### src/rtl/vcip_pkg.sv
package vcip_pkg;

    typedef enum logic [1:0] {
        FK_BODY = 2'b00,
        FK_HEAD = 2'b01,
        FK_TAIL = 2'b10,
        FK_SOLO = 2'b11
    } flit_kind_e;

    typedef enum logic [1:0] {
        CH_IDLE,
        CH_ROUTE,
        CH_WAIT,
        CH_ACTIVE
    } ch_state_e;

    function automatic logic kind_opens(input logic [1:0] k);
        return k[0];
    endfunction

    function automatic logic kind_closes(input logic [1:0] k);
        return k[1];
    endfunction

endpackage

### src/rtl/vcip_flit_fifo.sv
module vcip_flit_fifo #(
    parameter int WIDTH = 18,
    parameter int DEPTH = 4
) (
    input  logic             clk,
    input  logic             rst_n,
    input  logic             push,
    input  logic [WIDTH-1:0] push_data,
    input  logic             pop,
    output logic [WIDTH-1:0] front,
    output logic             empty,
    output logic             full
);
    localparam int PTR_W = (DEPTH > 1) ? $clog2(DEPTH) : 1;
    localparam int CNT_W = $clog2(DEPTH + 1);

    logic [WIDTH-1:0] store [DEPTH];
    logic [PTR_W-1:0] wr_ptr, rd_ptr;
    logic [CNT_W-1:0] count;
    logic             do_push, do_pop;

    function automatic logic [PTR_W-1:0] step(input logic [PTR_W-1:0] p);
        return (p == PTR_W'(DEPTH - 1)) ? '0 : p + 1'b1;
    endfunction

    assign empty   = (count == '0);
    assign full    = (count == CNT_W'(DEPTH));
    assign do_push = push && !full;
    assign do_pop  = pop && !empty;
    assign front   = store[rd_ptr];

    always_ff @(posedge clk) begin
        if (do_push) store[wr_ptr] <= push_data;
    end

    always_ff @(posedge clk) begin
        if (!rst_n) begin
            wr_ptr <= '0;
            rd_ptr <= '0;
            count  <= '0;
        end else begin
            if (do_push) wr_ptr <= step(wr_ptr);
            if (do_pop)  rd_ptr <= step(rd_ptr);
            unique case ({do_push, do_pop})
                2'b10:   count <= count + 1'b1;
                2'b01:   count <= count - 1'b1;
                default: count <= count;
            endcase
        end
    end
endmodule

### src/rtl/vcip_route_stub.sv
module vcip_route_stub #(
    parameter int DATA_W    = 16,
    parameter int NUM_PORTS = 4,
    parameter int PORT_W    = 2
) (
    input  logic [DATA_W-1:0] payload,
    output logic [PORT_W-1:0] port
);
    logic [PORT_W-1:0] raw;
    assign raw = payload[PORT_W-1:0];

    generate
        if (NUM_PORTS == (1 << PORT_W)) begin : g_exact
            assign port = raw;
        end else begin : g_wrap
            always_comb begin
                if ({1'b0, raw} >= (PORT_W+1)'(NUM_PORTS))
                    port = PORT_W'({1'b0, raw} - (PORT_W+1)'(NUM_PORTS));
                else
                    port = raw;
            end
        end
    endgenerate
endmodule

### src/rtl/vcip_vc_ctrl.sv
module vcip_vc_ctrl
    import vcip_pkg::*;
#(
    parameter int PORT_W = 2,
    parameter int OVC_W  = 2
) (
    input  logic              clk,
    input  logic              rst_n,
    input  logic              front_valid,
    input  logic [1:0]        front_kind,
    input  logic [PORT_W-1:0] route_port,
    input  logic              va_gnt,
    input  logic [OVC_W-1:0]  va_gnt_ovc,
    input  logic              sa_gnt,
    input  logic              dn_credit,
    output logic              va_req,
    output logic              sa_req,
    output logic              pop,
    output logic [PORT_W-1:0] req_port,
    output logic [OVC_W-1:0]  held_ovc,
    output ch_state_e         state
);
    ch_state_e nxt;

    // state register with the per-packet route and channel holders
    always_ff @(posedge clk) begin
        if (!rst_n) begin
            state    <= CH_IDLE;
            req_port <= '0;
            held_ovc <= '0;
        end else begin
            state <= nxt;
            if (state == CH_ROUTE)
                req_port <= route_port;
            if (state == CH_WAIT && va_gnt)
                held_ovc <= va_gnt_ovc;
        end
    end

    // outputs
    always_comb begin
        va_req = 1'b0;
        sa_req = 1'b0;
        unique case (state)
            CH_IDLE:   ;
            CH_ROUTE:  ;
            CH_WAIT:   va_req = 1'b1;
            CH_ACTIVE: sa_req = front_valid;
        endcase
        pop = sa_req && sa_gnt && dn_credit;
    end

    // transitions
    always_comb begin
        nxt = state;
        unique case (state)
            CH_IDLE:   if (front_valid && kind_opens(front_kind)) nxt = CH_ROUTE;
            CH_ROUTE:  nxt = CH_WAIT;
            CH_WAIT:   if (va_gnt) nxt = CH_ACTIVE;
            CH_ACTIVE: if (pop && kind_closes(front_kind)) nxt = CH_IDLE;
        endcase
    end
endmodule

### src/rtl/vcip_input_port.sv
module vcip_input_port
    import vcip_pkg::*;
#(
    parameter int NUM_VC    = 4,
    parameter int BUF_DEPTH = 4,
    parameter int DATA_W    = 16,
    parameter int NUM_PORTS = 4,
    parameter int NUM_OVC   = 4,
    localparam int VC_W     = (NUM_VC > 1) ? $clog2(NUM_VC) : 1,
    localparam int PORT_W   = (NUM_PORTS > 1) ? $clog2(NUM_PORTS) : 1,
    localparam int OVC_W    = (NUM_OVC > 1) ? $clog2(NUM_OVC) : 1
) (
    input  logic                     clk,
    input  logic                     rst_n,
    input  logic                     in_valid,
    input  logic [1:0]               in_kind,
    input  logic [VC_W-1:0]          in_vc,
    input  logic [DATA_W-1:0]        in_payload,
    output logic [NUM_VC-1:0]        va_req,
    output logic [NUM_VC*PORT_W-1:0] va_port,
    input  logic [NUM_VC-1:0]        va_gnt,
    input  logic [NUM_VC*OVC_W-1:0]  va_gnt_ovc,
    output logic [NUM_VC-1:0]        sa_req,
    output logic [NUM_VC*PORT_W-1:0] sa_port,
    input  logic [NUM_VC-1:0]        sa_gnt,
    input  logic [NUM_VC-1:0]        dn_credit,
    output logic                     out_valid,
    output logic [1:0]               out_kind,
    output logic [DATA_W-1:0]        out_payload,
    output logic [PORT_W-1:0]        out_port,
    output logic [OVC_W-1:0]         out_ovc,
    output logic [VC_W-1:0]          out_ivc
);
    localparam int ENTRY_W = DATA_W + 2;

    logic [NUM_VC-1:0] buf_full;
    logic [NUM_VC-1:0] buf_empty;
    logic [NUM_VC-1:0] pop_vec;
    logic [1:0]        fr_kind [NUM_VC];
    logic [DATA_W-1:0] fr_pay  [NUM_VC];
    logic [PORT_W-1:0] ch_port [NUM_VC];
    logic [OVC_W-1:0]  ch_ovc  [NUM_VC];

    generate
        for (genvar v = 0; v < NUM_VC; v++) begin : g_vc
            logic [ENTRY_W-1:0] front;
            logic [PORT_W-1:0]  routed;
            ch_state_e          st;

            vcip_flit_fifo #(.WIDTH(ENTRY_W), .DEPTH(BUF_DEPTH)) u_buf (
                .clk       (clk),
                .rst_n     (rst_n),
                .push      (in_valid && (in_vc == VC_W'(v))),
                .push_data ({in_kind, in_payload}),
                .pop       (pop_vec[v]),
                .front     (front),
                .empty     (buf_empty[v]),
                .full      (buf_full[v])
            );

            assign fr_kind[v] = front[ENTRY_W-1 -: 2];
            assign fr_pay[v]  = front[DATA_W-1:0];

            vcip_route_stub #(.DATA_W(DATA_W), .NUM_PORTS(NUM_PORTS), .PORT_W(PORT_W)) u_route (
                .payload (fr_pay[v]),
                .port    (routed)
            );

            vcip_vc_ctrl #(.PORT_W(PORT_W), .OVC_W(OVC_W)) u_ctrl (
                .clk         (clk),
                .rst_n       (rst_n),
                .front_valid (!buf_empty[v]),
                .front_kind  (fr_kind[v]),
                .route_port  (routed),
                .va_gnt      (va_gnt[v]),
                .va_gnt_ovc  (va_gnt_ovc[v*OVC_W +: OVC_W]),
                .sa_gnt      (sa_gnt[v]),
                .dn_credit   (dn_credit[v]),
                .va_req      (va_req[v]),
                .sa_req      (sa_req[v]),
                .pop         (pop_vec[v]),
                .req_port    (ch_port[v]),
                .held_ovc    (ch_ovc[v]),
                .state       (st)
            );

            assign va_port[v*PORT_W +: PORT_W] = ch_port[v];
            assign sa_port[v*PORT_W +: PORT_W] = ch_port[v];
        end
    endgenerate

    always_comb begin
        out_valid   = |pop_vec;
        out_kind    = '0;
        out_payload = '0;
        out_port    = '0;
        out_ovc     = '0;
        out_ivc     = '0;
        for (int v = 0; v < NUM_VC; v++) begin
            if (pop_vec[v]) begin
                out_kind    = fr_kind[v];
                out_payload = fr_pay[v];
                out_port    = ch_port[v];
                out_ovc     = ch_ovc[v];
                out_ivc     = VC_W'(v);
            end
        end
    end
endmodule

### config.mk
export PLATFORM = sky130hd
export DESIGN_NAME = vcip_input_port
export DESIGN_NICKNAME = d
export VERILOG_FILES = /design/src/rtl/vcip_pkg.sv /design/src/rtl/vcip_flit_fifo.sv /design/src/rtl/vcip_route_stub.sv /design/src/rtl/vcip_vc_ctrl.sv /design/src/rtl/vcip_input_port.sv
export SDC_FILE = /design/constraint.sdc
export NUM_CORES = 1
export LEC_CHECK = 0
export BUFFER_PORTS_ARGS = -buffer_cell sky130_fd_sc_hd__buf_2
export CORE_ASPECT_RATIO = 1.5
export CORE_MARGIN = 2
export CORE_UTILIZATION = 45
export DETAILED_ROUTE_END_ITERATION = 6
export SLEW_MARGIN = 5
export SYNTH_ARGS = -nofsm -noshare
export SYNTH_HDL_FRONTEND = slang
export SYNTH_SLANG_ARGS = --single-unit
### constraint.sdc
create_clock -name clk -period 3.05 [get_ports clk]
set_input_delay 0.305 -clock clk [delete_from_list [all_inputs] [get_ports clk]]
set_output_delay 0.305 -clock clk [all_outputs]
set_load 0.02 [all_outputs]
==> results of run 1 <==
how the worst max path moves through the flow:
stage	from	to	slack (ns)
3_3_place_gp	g_vc[2].u_ctrl.state[0]$_SDFFE_PN0P_	g_vc[2].u_buf.count[2]$_SDFFE_PN0P_	0.46
5_1_grt	g_vc[2].u_ctrl.state[1]$_SDFFE_PN0P_	out_payload[10]	-0.003
2_1_floorplan	g_vc[3].u_ctrl.state[0]$_SDFFE_PN0P_	g_vc[3].u_buf.count[2]$_SDFFE_PN0P_	0.52
6_report	register	out_payload[11]	0.14
4_1_cts	g_vc[2].u_ctrl.state[0]$_SDFFE_PN0P_	out_payload[9]	0.02
3_5_place_dp	g_vc[2].u_ctrl.state[0]$_SDFFE_PN0P_	g_vc[2].u_buf.count[2]$_SDFFE_PN0P_	0.41
area by class of cell:
type                            count  area, um^2
Clock buffer                       47         983
Tap cell                          410         513
Sequential cell                   348        9850
Multi-Input combinational cell    421        4190
Fill cell                        2600       14900
Clock inverter                     16         254
Inverter                           44         165
Timing Repair Buffer              138         846
metrics by stage:
step	power [mW]	cells	instance area [um^2]	hold WS (ns)
finish	10.3	1424	16800	0.0489
global route	10.7	1424	16800	0.0538
CTS	10.4	1424	16800	0.0285
detailed placement	5.84	1361	15500	0.458
global placement	5.83	1361	15500	0.455
floorplan	5.66	863	14400	0.404
critical path, delay by kind of cell (launching register included):
kind                   cells  cell delay (ns)
buffers and inverters      2             0.46
muxes                      1             0.53
DFF                        1             0.49
AOI/OAI and AO/OA          2             0.62
power groups by stage:
stage               Clock [mW]  Sequential (mW)  Combinational (mW)
floorplan                    0             5.37               0.284
global placement             0             5.37               0.461
detailed placement           0             5.37               0.466
CTS                       4.70             5.27               0.468
global route              4.88             5.28               0.511
finish                    4.59             5.27               0.459
repair_timing:
action                     CTS  global route
gates cloned                 0             0
setup endpoints to repair    3            14
hold buffers                 0             0
gates resized for setup      3             6
layer usage:
metal | vias to the layer above | global-route usage [%]
li1 | 3565 | -
met1 | 3924 | 23.5
met2 | 209 | 35.6
met3 | 42 | 3.09
met4 | 0 | 6.03
met5 | - | 0
sequential cells by signal, summed over array words and instances (netlist names), named ones only:
name and count:
g_vc.u_buf.count 12, g_vc.u_buf.rd_ptr 8, g_vc.u_buf.store 288, g_vc.u_buf.wr_ptr 8
g_vc.u_ctrl.held_ovc 8, g_vc.u_ctrl.req_port 8, g_vc.u_ctrl.state 8
kinds of logic after synthesis:
family                   Yosys count  synth area share, %
AO/OA/AOI/OAI                    107                 5.47
AND/OR/NAND/NOR                  158                 5.49
flip-flops                       348                 68.2
XOR/XNOR                           8                0.485
adder cells (fa/ha/maj)           48                 4.37
multiplexers                     100                 12.9
buffers and inverters             94                 3.09
cell usage after synthesis (18+ instances only):
cell	instances	area share, %
nor2_1	18	0.47
nor2b_1	18	0.78
o21ai_0	32	1.1
buf_4	21	1.1
edfxtp_1	288	60
ha_1	44	3.8
and2_1	27	1.2
nand3_1	27	0.94
dfxtp_1	60	8.3
inv_1	44	1.1
a21boi_0	20	1.0
mux4_2	69	11
nand2_1	49	1.3
mux2i_1	30	2.1
==> metrics.txt, run 1 <==
Layout area overhead=16.3%; wire length of the first global-routing pass=48.2 mm; reg2reg start=g_vc[1].u_ctrl.state[0]$_SDFFE_PN0P_; Worst Hold Launch=va_gnt_ovc[7]; router iterations before antenna repair=5; Chip Height=223 um; Static Leakage=5.67 nW; CP Launch Type=register; core area=31,700 um^2; EDFF count, synth=288; worst min-delay path category=primary input to register; Max Cap Viol=0; setup TNS=0 ns; CTS sink count=348; Hold Crit Depth=3; most frequent cells in the layout=edfxtp_1 (288), buf_2 (91), mux4_2 (69); pin count of the biggest net entering global routing=39; routability cong.=0.751; post-CTS setup buffer count=0; switching pwr=2.06 mW; worst-path fanout max=6; Max VDD drop=0.493 mV; Worst Clk Skew=0.0193 ns; flops & latches, synth=348; Clock Pin Slew Worst Setup and Hold Paths=0.06 ns; Comb power frac=4.4%; metal2 WL=17.3 mm; Yosys cell types=48; Post-synth ARST share=0%; setup ws final=0.140 ns; port bufs=91; # IOs=92; post-route clock period utilization=95.4%; Worst EP arrival=2.60 ns; grt ovf=0; Worst setup EP type=output pin; antenna violations before repair=0; Crit Reg-Reg Endpoint=g_vc[1].u_buf.count[2]$_SDFFE_PN0P_; post-synthesis sequential area ratio=68.2%; commonest non-fill, non-tap cell in the layout=edfxtp_1; Reg power frac=51.1%; DR iter-0 viols=502; critical path's slowest cell=mux4_2; die area=33,600 um^2; Final Core Density=52.9%; Max Used Layer=met4; Sw Share=20.0%; clk_lat worst skew=0.52 ns; PwrDens=614 nW/um^2; Post-synth top flop=edfxtp_1; Final nets=1,079; clock share of power=44.5%; layout cells sized above 1=27.1%; Final Hold Fails=0; Crit Path Class=register to output pin; FF-to-FF path depth=10; Initial Util=45.5%; dpl hpwl=21.5 mm; DR WL met3=1.37 mm; Int Power=8.26 mW; f_max=344 MHz; slew margin rel.=54.8%; R2R Setup Slk=0.45 ns; Die X=150 um; CTS tree=built; Synth Warn #=0; WL met1=12.4 mm; CP Data Required Time=2.74 ns; Inserted Diodes=0; Mapped Cells=863; pre-CTS WS=0.406 ns; Final setup viols=0; drt total wl=31.8 mm; DR vias/cell=5.44; Max stage delay on crit path=0.53 ns; syn avg cell area=16.7 um^2; ordered cell list for the critical path=buf_4, mux4_2, a221oi_1, o21ai_0, buf_2; clk buf depth=3; GRT Util Overall=19.5%; synthesized cell area=14,400 um^2; vias=7,740; status=finished clean; vias in the first global route=8,058; Worst-Margin Slew=0.673 ns; fin. max-slew vios=0; syn nets=954; row cnt=80; H-tree depth=2; Root Driver=clkbuf_16; wire length per cell=22.3 um; post-route antenna net violation count=0; CTS buffer count=35; hold endpoint=g_vc[3].u_ctrl.held_ovc[1]$_SDFFE_PN0P_; fin crit period=2.91 ns; DRC Markers=0
Power figures use the tool's default switching activity.
==> run 2: changes to the inputs <==
- CORE_UTILIZATION: 45 -> 35
==> run 2 against run 1 <==
Power is 0.14% lower; clock power hardly changed; cell count is 6.7% higher; die area is 28% higher; core utilization shrank 12 points; cell area up 0.25%; fmax up 0.21%; register-to-register slack better by 0.02 ns; clock skew decreased by 0.0092 ns; setup slack better by 0.0061 ns; critical endpoint is now out_payload[13]; largest cell class unchanged; largest power group unchanged.
==> metrics.txt, run 2 (synthesis gave the netlist of run 1 again) <==
die area=42,900 um^2; worst-path fanout max=14; Fin Hold WS=0.0531 ns; DR vias/cell=5.12; grt ovf=0; status=finished clean; Tot Pwr=10.3 mW; pin count of the biggest net entering global routing=61; Die X=170 um; Final Core Density=41.2%; layout cells sized above 1=26.2%; Worst EP arrival=2.60 ns; vias=7,778; Crit Path Class=register to output pin; Filler cells=3,661; clk buf depth=3; DRC Markers=0; dpl hpwl=21.8 mm; placed cell count=1,455; FF-to-FF path depth=10; Worst-Margin Slew=1.01 ns; CP Launch Type=register; f_max=344 MHz; H-tree depth=2; slew margin rel.=32.7%; # IOs=92; max reg flops=288; antenna violations before repair=2; wire length per cell=21.2 um; Final Hold Fails=0; commonest non-fill, non-tap cell in the layout=edfxtp_1; router iterations before antenna repair=5; setup ws final=0.146 ns; biggest regs=g_vc.u_buf.store (288), g_vc.u_buf.count (12); drt total wl=32.2 mm; post-route clock period utilization=95.2%; Initial Util=35.3%; Finished Cell Area=16,800 um^2; vias in the first global route=8,031; Inserted Diodes=0; Static Leakage=5.63 nW; Clock Pin Slew Worst Setup and Hold Paths=0.06 ns; Root Driver=clkbuf_16; Max VDD drop=0.363 mV; most frequent cells in the layout=edfxtp_1 (288), buf_2 (91), mux4_2 (69); DR iter-0 viols=472; Placed Area=15,600 um^2; CTS sink count=348; core area=40,900 um^2; fin. max-slew vios=0; CP Data Required Time=2.74 ns; row cnt=91; CTS tree=built; CTS buffer count=36; wire length of the first global-routing pass=48.6 mm; PwrDens=612 nW/um^2; Final nets=1,075; routability cong.=0.800; Worst Clk Skew=0.0102 ns; Biggest register=g_vc.u_buf.store; setup TNS=0 ns; Max Cap Viol=0; fin crit period=2.90 ns; worst min-delay path category=primary input to register; Chip Height=253 um; Non-Filler Instances=1,520; RSZ-0062 raised after global routing=no; port bufs=91; clk_lat worst skew=0.51 ns; GRT Util Overall=15.1%; Final setup viols=0; Hold Crit Depth=3; Worst setup EP type=output pin; post-route antenna net violation count=0; Layout area overhead=16.6%; pre-CTS WS=0.509 ns
[run 2: power breakdown]
group | switching (mW) | internal (mW)
combinational | 0.278 | 0.180
clock | 1.74 | 2.83
sequential | 0.0545 | 5.22
[run 2: metal layers]
| metal | vias to the layer above | share of wire, % | global-route usage [%] |
|---|---|---|---|
| met3 | 40 | 3.6 | 2.14 |
| met1 | 3990 | 40 | 18.1 |
| met2 | 183 | 55 | 28.4 |
| met5 | - | 0.034 | 0 |
| li1 | 3563 | - | - |
| met4 | 2 | 1.9 | 4.00 |
[run 2: path summary, 6_finish.rpt]
path	startpoint	end	slack, ns
hold reg to reg	g_vc[0].u_ctrl.held_ovc[1]$_SDFFE_PN0P_	g_vc[0].u_ctrl.held_ovc[1]$_SDFFE_PN0P_	0.47
hold / removal	va_gnt_ovc[5]	g_vc[2].u_ctrl.held_ovc[1]$_SDFFE_PN0P_	0.05
setup reg to reg	g_vc[1].u_ctrl.state[0]$_SDFFE_PN0P_	g_vc[1].u_buf.count[2]$_SDFFE_PN0P_	0.47
setup / recovery	g_vc[2].u_ctrl.state[0]$_SDFFE_PN0P_	out_payload[13]	0.15
[run 2: timing repair]
action / 4_1_cts / 5_1_grt
setup buffers: 0 / 2
resized for setup: 1 / 6
hold buffers: 0 / 0
endpoints found under the setup margin: 1 / 7
[run 2: area by class of cell]
class	instances	area (um^2)	share of cell area, %
clock inverters	20	275	1.63
well taps	511	639	3.80
repair buffers	133	800	4.75
inverters	44	165	0.981
flip-flops and latches	348	9850	58.5
multi-input cells	421	4160	24.7
clock buffers	43	958	5.69
[run 2: critical path, stage by stage (launching register included)]
cell and delay, ns:
dfxtp_1 0.34, ha_1 0.25, o31a_1 0.16, nand2_1 0.17, inv_1 0.10, buf_4 0.20
a221oi_1 0.46, o21ai_0 0.20, buf_2 0.20
